## src/rtl/sc_cpu_pkg.sv

```systemverilog
package sc_cpu_pkg;

  // Opcode and funct codes of the supported subset
  localparam logic [5:0] OPC_REG   = 6'h00;
  localparam logic [5:0] OPC_BEQ   = 6'h04;
  localparam logic [5:0] OPC_LOAD  = 6'h23;
  localparam logic [5:0] OPC_STORE = 6'h2B;

  localparam logic [5:0] FN_ADD = 6'h20;
  localparam logic [5:0] FN_SUB = 6'h22;
  localparam logic [5:0] FN_AND = 6'h24;
  localparam logic [5:0] FN_OR  = 6'h25;
  localparam logic [5:0] FN_SLT = 6'h2A;

  // Instruction field positions (fixed by the encoding)
  localparam int OPC_LSB = 26;
  localparam int RS_LSB  = 21;
  localparam int RT_LSB  = 16;
  localparam int RD_LSB  = 11;
  localparam int IMM_W   = 16;
  localparam int FN_W    = 6;

  typedef enum logic [1:0] {
    ACLS_ADD   = 2'd0,
    ACLS_SUB   = 2'd1,
    ACLS_FUNCT = 2'd2
  } alu_class_e;

  typedef enum logic [2:0] {
    AF_ADD = 3'd0,
    AF_SUB = 3'd1,
    AF_AND = 3'd2,
    AF_OR  = 3'd3,
    AF_SLT = 3'd4
  } alu_fn_e;

  typedef struct packed {
    logic       reg_write;
    logic       dst_is_rd;
    logic       b_is_imm;
    logic       wb_from_mem;
    logic       mem_rd;
    logic       mem_wr;
    logic       is_branch;
    alu_class_e alu_class;
  } ctrl_t;

endpackage

```

## src/rtl/sc_main_dec.sv

```systemverilog
module sc_main_dec
  import sc_cpu_pkg::*;
(
  input  logic [5:0] opcode,
  output ctrl_t      ctrl
);

  always_comb begin
    ctrl           = '0;
    ctrl.alu_class = ACLS_ADD;
    unique case (opcode)
      OPC_REG: begin
        ctrl.reg_write = 1'b1;
        ctrl.dst_is_rd = 1'b1;
        ctrl.alu_class = ACLS_FUNCT;
      end
      OPC_LOAD: begin
        ctrl.reg_write   = 1'b1;
        ctrl.b_is_imm    = 1'b1;
        ctrl.wb_from_mem = 1'b1;
        ctrl.mem_rd      = 1'b1;
      end
      OPC_STORE: begin
        ctrl.b_is_imm = 1'b1;
        ctrl.mem_wr   = 1'b1;
      end
      OPC_BEQ: begin
        ctrl.is_branch = 1'b1;
        ctrl.alu_class = ACLS_SUB;
      end
      default: ctrl = ctrl;
    endcase
  end

endmodule

```

## src/rtl/sc_alu_ctrl.sv

```systemverilog
module sc_alu_ctrl
  import sc_cpu_pkg::*;
(
  input  alu_class_e       alu_class,
  input  logic [FN_W-1:0]  funct,
  output alu_fn_e          fn,
  output logic             fn_ok
);

  always_comb begin
    fn    = AF_ADD;
    fn_ok = 1'b1;
    unique case (alu_class)
      ACLS_ADD: fn = AF_ADD;
      ACLS_SUB: fn = AF_SUB;
      default: begin
        unique case (funct)
          FN_ADD:  fn = AF_ADD;
          FN_SUB:  fn = AF_SUB;
          FN_AND:  fn = AF_AND;
          FN_OR:   fn = AF_OR;
          FN_SLT:  fn = AF_SLT;
          default: fn_ok = 1'b0;
        endcase
      end
    endcase
  end

endmodule

```

## src/rtl/sc_alu.sv

```systemverilog
module sc_alu
  import sc_cpu_pkg::*;
#(
  parameter int W = 32
) (
  input  logic [W-1:0] a,
  input  logic [W-1:0] b,
  input  alu_fn_e      fn,
  output logic [W-1:0] y,
  output logic         zero
);

  logic [W-1:0] diff;
  logic         lt_signed;

  assign diff      = a - b;
  assign lt_signed = $signed(a) < $signed(b);

  always_comb begin
    unique case (fn)
      AF_ADD:  y = a + b;
      AF_SUB:  y = diff;
      AF_AND:  y = a & b;
      AF_OR:   y = a | b;
      AF_SLT:  y = {{(W-1){1'b0}}, lt_signed};
      default: y = '0;
    endcase
  end

  assign zero = (y == '0);

endmodule

```

## src/rtl/sc_regfile.sv

```systemverilog
module sc_regfile #(
  parameter int W     = 32,
  parameter int NREGS = 32,
  localparam int AW   = $clog2(NREGS)
) (
  input  logic          clk,
  input  logic          rst_n,
  input  logic          we,
  input  logic [AW-1:0] waddr,
  input  logic [W-1:0]  wdata,
  input  logic [AW-1:0] raddr0,
  input  logic [AW-1:0] raddr1,
  output logic [W-1:0]  rdata0,
  output logic [W-1:0]  rdata1
);

  logic [W-1:0] reg_q [NREGS];

  for (genvar gi = 0; gi < NREGS; gi++) begin : g_reg
    if (gi == 0) begin : g_zero
      assign reg_q[gi] = '0;
    end else begin : g_store
      logic         wr_en;
      logic [W-1:0] reg_d;

      assign wr_en = we && (waddr == AW'(gi));

      always_comb begin
        reg_d = reg_q[gi];
        if (wr_en) reg_d = wdata;
      end

      always_ff @(posedge clk or negedge rst_n) begin
        if (!rst_n) reg_q[gi] <= '0;
        else        reg_q[gi] <= reg_d;
      end
    end
  end

  assign rdata0 = reg_q[raddr0];
  assign rdata1 = reg_q[raddr1];

  // a committed write is what the following cycle reads back
  p_write_visible_r10: assert property (@(posedge clk) disable iff (!rst_n)
    (we && waddr != '0) |=> ((raddr0 == $past(waddr)) -> (rdata0 == $past(wdata))));

endmodule

```

## src/rtl/sc_cpu_core.sv

```systemverilog
module sc_cpu_core
  import sc_cpu_pkg::*;
#(
  parameter int XLEN  = 32,
  parameter int NREGS = 32
) (
  input  logic            clk,
  input  logic            rst_n,
  output logic [XLEN-1:0] imem_addr,
  input  logic [XLEN-1:0] imem_rdata,
  output logic [XLEN-1:0] dmem_addr,
  output logic [XLEN-1:0] dmem_wdata,
  output logic            dmem_we,
  output logic            dmem_re,
  input  logic [XLEN-1:0] dmem_rdata
);

  localparam int RAW            = $clog2(NREGS);
  localparam int SYNC_STAGES    = 2;
  localparam logic [XLEN-1:0] PC_STEP = XLEN'(4);

  // Reset synchronizer: asserts at once, releases on the clock
  logic [SYNC_STAGES-1:0] rsync_q;
  logic                   core_rst_n;

  always_ff @(posedge clk or negedge rst_n) begin
    if (!rst_n) rsync_q <= '0;
    else        rsync_q <= {rsync_q[SYNC_STAGES-2:0], 1'b1};
  end
  assign core_rst_n = rsync_q[SYNC_STAGES-1];

  // Instruction fields
  logic [XLEN-1:0]  instr;
  logic [5:0]       opcode;
  logic [RAW-1:0]   rs, rt, rd;
  logic [FN_W-1:0]  funct;
  logic [IMM_W-1:0] imm;
  logic [XLEN-1:0]  imm_ext;

  assign instr   = imem_rdata;
  assign opcode  = instr[OPC_LSB +: 6];
  assign rs      = instr[RS_LSB +: RAW];
  assign rt      = instr[RT_LSB +: RAW];
  assign rd      = instr[RD_LSB +: RAW];
  assign funct   = instr[FN_W-1:0];
  assign imm     = instr[IMM_W-1:0];
  assign imm_ext = {{(XLEN-IMM_W){imm[IMM_W-1]}}, imm};

  // Control
  ctrl_t   ctrl;
  alu_fn_e alu_fn;
  logic    fn_ok;

  sc_main_dec i_dec (
    .opcode (opcode),
    .ctrl   (ctrl)
  );

  sc_alu_ctrl i_alu_ctrl (
    .alu_class (ctrl.alu_class),
    .funct     (funct),
    .fn        (alu_fn),
    .fn_ok     (fn_ok)
  );

  // Register file and ALU
  logic [XLEN-1:0] rf_rd0, rf_rd1, alu_b, alu_y, wb_data;
  logic [RAW-1:0]  rf_waddr;
  logic            rf_we, alu_zero;

  assign rf_waddr = ctrl.dst_is_rd ? rd : rt;
  assign rf_we    = ctrl.reg_write && fn_ok && core_rst_n;
  assign wb_data  = ctrl.wb_from_mem ? dmem_rdata : alu_y;
  assign alu_b    = ctrl.b_is_imm ? imm_ext : rf_rd1;

  sc_regfile #(.W(XLEN), .NREGS(NREGS)) i_rf (
    .clk    (clk),
    .rst_n  (core_rst_n),
    .we     (rf_we),
    .waddr  (rf_waddr),
    .wdata  (wb_data),
    .raddr0 (rs),
    .raddr1 (rt),
    .rdata0 (rf_rd0),
    .rdata1 (rf_rd1)
  );

  sc_alu #(.W(XLEN)) i_alu (
    .a    (rf_rd0),
    .b    (alu_b),
    .fn   (alu_fn),
    .y    (alu_y),
    .zero (alu_zero)
  );

  // Next PC
  logic [XLEN-1:0] pc_q, pc_d, pc_plus4, br_target;
  logic            br_take;

  assign pc_plus4  = pc_q + PC_STEP;
  assign br_target = pc_plus4 + (imm_ext << 2);
  assign br_take   = ctrl.is_branch && alu_zero;

  always_comb begin
    pc_d = pc_plus4;
    if (br_take) pc_d = br_target;
  end

  always_ff @(posedge clk or negedge core_rst_n) begin
    if (!core_rst_n) pc_q <= '0;
    else             pc_q <= pc_d;
  end

  // Memory ports
  assign imem_addr  = pc_q;
  assign dmem_addr  = alu_y;
  assign dmem_wdata = rf_rd1;
  assign dmem_we    = ctrl.mem_wr && core_rst_n;
  assign dmem_re    = ctrl.mem_rd && core_rst_n;

  // straight-line flow advances by one word
  p_pc_step_r2: assert property (@(posedge clk) disable iff (!core_rst_n)
    !br_take |=> (pc_q == $past(pc_q) + PC_STEP));

  // taken branch lands on the offset target
  p_branch_target_r7: assert property (@(posedge clk) disable iff (!core_rst_n)
    br_take |=> (pc_q == $past(pc_q) + PC_STEP + ($past(imm_ext) << 2)));

  // never a load and a store in the same cycle
  p_mem_onehot_r6: assert property (@(posedge clk) disable iff (!rst_n)
    $onehot0({dmem_we, dmem_re}));

  // storing register 0 always sends zero
  p_store_r0_r8: assert property (@(posedge clk) disable iff (!core_rst_n)
    (dmem_we && rt == '0) |-> (dmem_wdata == '0));

  // no memory strobes before the synchronizer releases
  p_quiet_reset_r1: assert property (@(posedge clk)
    !core_rst_n |-> (!dmem_we && !dmem_re && imem_addr == '0));

endmodule

```

## config.mk

```make
export PLATFORM = sky130hd
export DESIGN_NAME = sc_cpu_core
export DESIGN_NICKNAME = d
export VERILOG_FILES = /design/src/rtl/sc_cpu_pkg.sv /design/src/rtl/sc_main_dec.sv /design/src/rtl/sc_alu_ctrl.sv /design/src/rtl/sc_alu.sv /design/src/rtl/sc_regfile.sv /design/src/rtl/sc_cpu_core.sv
export SDC_FILE = /design/constraint.sdc
export NUM_CORES = 2
export LEC_CHECK = 0
export ABC_CLOCK_PERIOD_IN_PS = 30500
export CAP_MARGIN = 20
export CORE_UTILIZATION = 25
export CTS_BUF_LIST = sky130_fd_sc_hd__clkbuf_8
export CTS_CLUSTER_SIZE = 12
export DETAILED_ROUTE_END_ITERATION = 8
export GPL_TIMING_DRIVEN = 1
export PLACE_DENSITY = 0.51
export SYNTH_ARGS = -nofsm -noshare
export SYNTH_HDL_FRONTEND = slang
export SYNTH_SLANG_ARGS = --single-unit
```

## constraint.sdc

```tcl
create_clock -name clk -period 30.5 [get_ports clk]
set_input_delay 3.05 -clock clk [delete_from_list [all_inputs] [get_ports clk]]
set_output_delay 3.05 -clock clk [all_outputs]
set_load 0.02 [all_outputs]
```

==> impl_metrics.csv <==
group,metric,value,unit
timing,rsz0062_at_grt,"false",
placement,io_buffers,161,
finish,synthToLayoutAreaGrowth,13.7,%
synth,avgSynthCellArea,10.7,um^2
outcome,status,"finished clean",
finish,multi_input_area,0.0325,mm^2
setup_path,required,27.45,ns
routing,antenna_left,0,
global_route,grt_use_total,17.7,%
clock_network,clk_pin_slew,0.07,ns
timing,setup_viol,0,
floorplan,core_area,0.239,mm^2
setup_path,worstSetupEndpointType,"primary output",
timing,worst_pin_slew,1.20,ns
clock_network,cts.sinks,1024,
clock_network,clock_latency,0.94,ns
clock_network,h-tree-depth,4,
global_route,grt_pass1_wl,320000,um
synth,synth.distinct_cells,95,
power_and_ir_drop,irDropWorstVdd,27.8,uV
global_route,grt_pass1_vias,45900,
routing,wl_per_cell,24.4,um
global_route,grt_max_degree,165,
timing,hold_viol,0,
timing,finClkSkew,0.0582,ns
clock_network,cts_inserted_buffers,167,
finish,fillCellCount,24700,
routing,drtIter0Drc,4297,
finish,drive_gt1_share,20.3,%
floorplan,num_io_pins,164,
floorplan,die_height,493,um
finish,stdcell_area,0.0686,mm^2
power_and_ir_drop,leakage,28.4,nW
power_and_ir_drop,p_per_area,44.0,mW/mm^2
clock_network,clock_path_buffers,3,
synth,ys_seq_area_share,42.5,%
setup_path,cp.arrival,11.60,ns
synth,syn_inst,5647,
placement,routabilityCongestion,0.897,
synth,async_flop_share,100,%
power_and_ir_drop,p_total,3.02,mW
synth,syn_area,0.0603,mm^2
setup_path,cp_max_fo,96,
floorplan,dieWidth,493,um
floorplan,rows,179,
synth,yosys_warnings,0,
timing,min_period,14.65,ns
routing,drc,0,
timing,fin_ws,15.85,ns
setup_path,timing.rr.start,"i_rf.reg_q[875]",
floorplan,start_util,25.2,%
setup_path,critPathLaunchType,"input port",
hold_path,hold_path.class,"reg2async",
finish,nets,5739,
clock_network,hold_buffers,0,
setup_path,crit_type,"in2out",
setup_path,cp-startpoint,"imem_rdata[17]",
synth,synth-seq-cells,1024,
setup_path,rrSetupSlack,23.16,ns
routing,vias,46000,
timing,finalSetupTns,0,ns
clock_network,post_cts_buffers,0,
synth,synth_ff_type,"dfrtp_1",
floorplan,die-area,0.243,mm^2
setup_path,reg2reg_depth,18,
clock_network,tritoncts,"done",
clock_network,post_cts_resized,0,
placement,placed_area,0.0650,mm^2
routing,drt-pass1-iter-count,6,
placement,dp_slack,16.03,ns
timing,fmax,68.2,MHz
finish,regArea,0.0256,mm^2
timing,hold_slack,0.274,ns
timing,finalMaxSlewViolations,0,
clock_network,root_buffer,"clkbuf_8",
placement,dp.final_hpwl,131000,um
routing,wl,216000,um
timing,relSlewSlack,19.9,%
synth,synth_edf_count,0,
routing,vias_per_cell,5.21,
timing,period_share,48.0,%
global_route,antenna_found_initial,10,
global_route,grt_overflow,0,
run,max_cap_violations,0,
setup_path,regToRegEndpoint,"imem_addr[13]",
==> worst max-delay path by stage <==
stage / depth (start not counted) / slack, ns / end
floorplan: 1 / 13.75 / dmem_we
global placement: 19 / 16.02 / dmem_addr[31]
detailed placement: 19 / 16.03 / dmem_addr[31]
CTS: 19 / 16.01 / dmem_addr[31]
global route: 19 / 15.54 / dmem_addr[28]
finish: 19 / 15.85 / dmem_addr[28]
==> registers in the layout (all words and copies together), names as in the netlist <==
| name | cells |
|---|---|
| rsync_q | 2 |
| imem_addr | 30 |
| i_rf.reg_q | 992 |
==> metal layers <==
| layer | vias to the layer above | track usage, % | wire length [um] |
|---|---|---|---|
| met2 | 1673 | 29.4 | 104000 |
| met1 | 23700 | 23.5 | 92000 |
| met5 | - | 0 | 10 |
| met4 | 2 | 5.81 | 6440 |
| met3 | 358 | 2.63 | 13300 |
| li1 | 20300 | - | - |
==> report_power, final <==
group          internal (mW)  switching (mW)
Sequential              1.37          0.0131
Clock                  0.655           0.611
Combinational          0.139           0.232
Total                   2.16           0.856
==> critical path: stages <==
cell,delay (ns)
buf_8,0.53
buf_4,0.80
buf_4,0.88
buf_4,0.76
buf_4,0.64
mux4_2,0.40
mux4_2,0.46
mux2i_1,0.38
o21a_1,0.21
ha_1,0.42
nor2b_1,0.47
nand3_1,0.19
a2111oi_0,0.50
a211oi_1,0.17
xnor2_1,0.17
a21oi_1,0.14
a21boi_0,0.44
inv_1,0.09
clkdlybuf4s50_1,0.55
==> synth_stat cells (12+ instances only) <==
master	n	area share (%)
mux2i_1	88	1.5
o211ai_1	19	0.24
nand3_1	30	0.25
mux4_2	576	22
xor2_1	16	0.23
a211oi_1	22	0.27
o21ai_0	1081	9.0
inv_1	126	0.78
o22ai_1	12	0.12
nand2b_1	26	0.27
dfrtp_1	1024	42
and3_1	12	0.12
nor3_1	31	0.26
a22o_1	32	0.46
nand4_1	22	0.23
a21o_1	21	0.26
nor2_1	91	0.57
o21a_1	35	0.44
buf_1	63	0.39
nor2b_1	42	0.44
o21bai_1	14	0.17
or2_2	36	0.37
ha_1	131	2.7
nand2_1	1085	6.8
a21oi_1	165	1.4
mux2_2	96	1.8
xnor2_1	48	0.70
clkbuf_1	467	2.9
a31oi_1	12	0.12
==> area by class of cell <==
| cell class | instances | share of cell area, % |
|---|---|---|
| diodes | 4 | 0.0146 |
| clock buffers | 211 | 4.23 |
| clock inverters | 91 | 0.843 |
| inverters | 126 | 0.697 |
| multi-input cells | 3952 | 47.3 |
| flip-flops and latches | 1024 | 37.4 |
| well taps | 3167 | 5.78 |
| repair buffers | 268 | 3.73 |
==> layout by cell type (no fill, tap or decap), types with 14 or more instances in the layout <==
cell type and count:
a21o_1 21, o21bai_1 14, a22o_1 32, mux2_2 96, o21a_1 35, a21oi_1 165
nand2_1 1085, o21ai_0 1077, clkdlybuf4s50_1 152, inv_1 174, o211ai_1 19, a211oi_1 22
mux4_2 576, xnor2_1 48, nor2_1 91, mux2i_1 59, ha_1 131, xor2_1 16
buf_4 98, clkbuf_8 211, clkinv_2 24, nor2b_1 41, mux2i_2 19, nand4_1 22
nand2b_1 21, or2_4 27, nor3_1 31, nand3_1 30, dfrtp_1 1023
==> cell families after synthesis <==
kind of cell             after synthesis  share of synthesized area, %
AND/OR/NAND/NOR                     1448                          10.2
XOR/XNOR                              64                         0.929
other                                  2                        0.0124
multiplexers                         770                          25.0
flip-flops                          1024                          42.5
buffers and inverters                672                          4.27
AO/OA/AOI/OAI                       1533                          14.3
adder cells (fa/ha/maj)              134                          2.82
==> per-stage QoR <==
| step | instances | util, % |
|---|---|---|
| after CTS | 8835 | 28.7 |
| after global placement | 8531 | 27.2 |
| after floorplan | 5648 | - |
| after global routing | 8840 | 28.7 |
| final | 8843 | 28.7 |
| after detailed placement | 8533 | 27.2 |
Power figures use the tool's default switching activity.
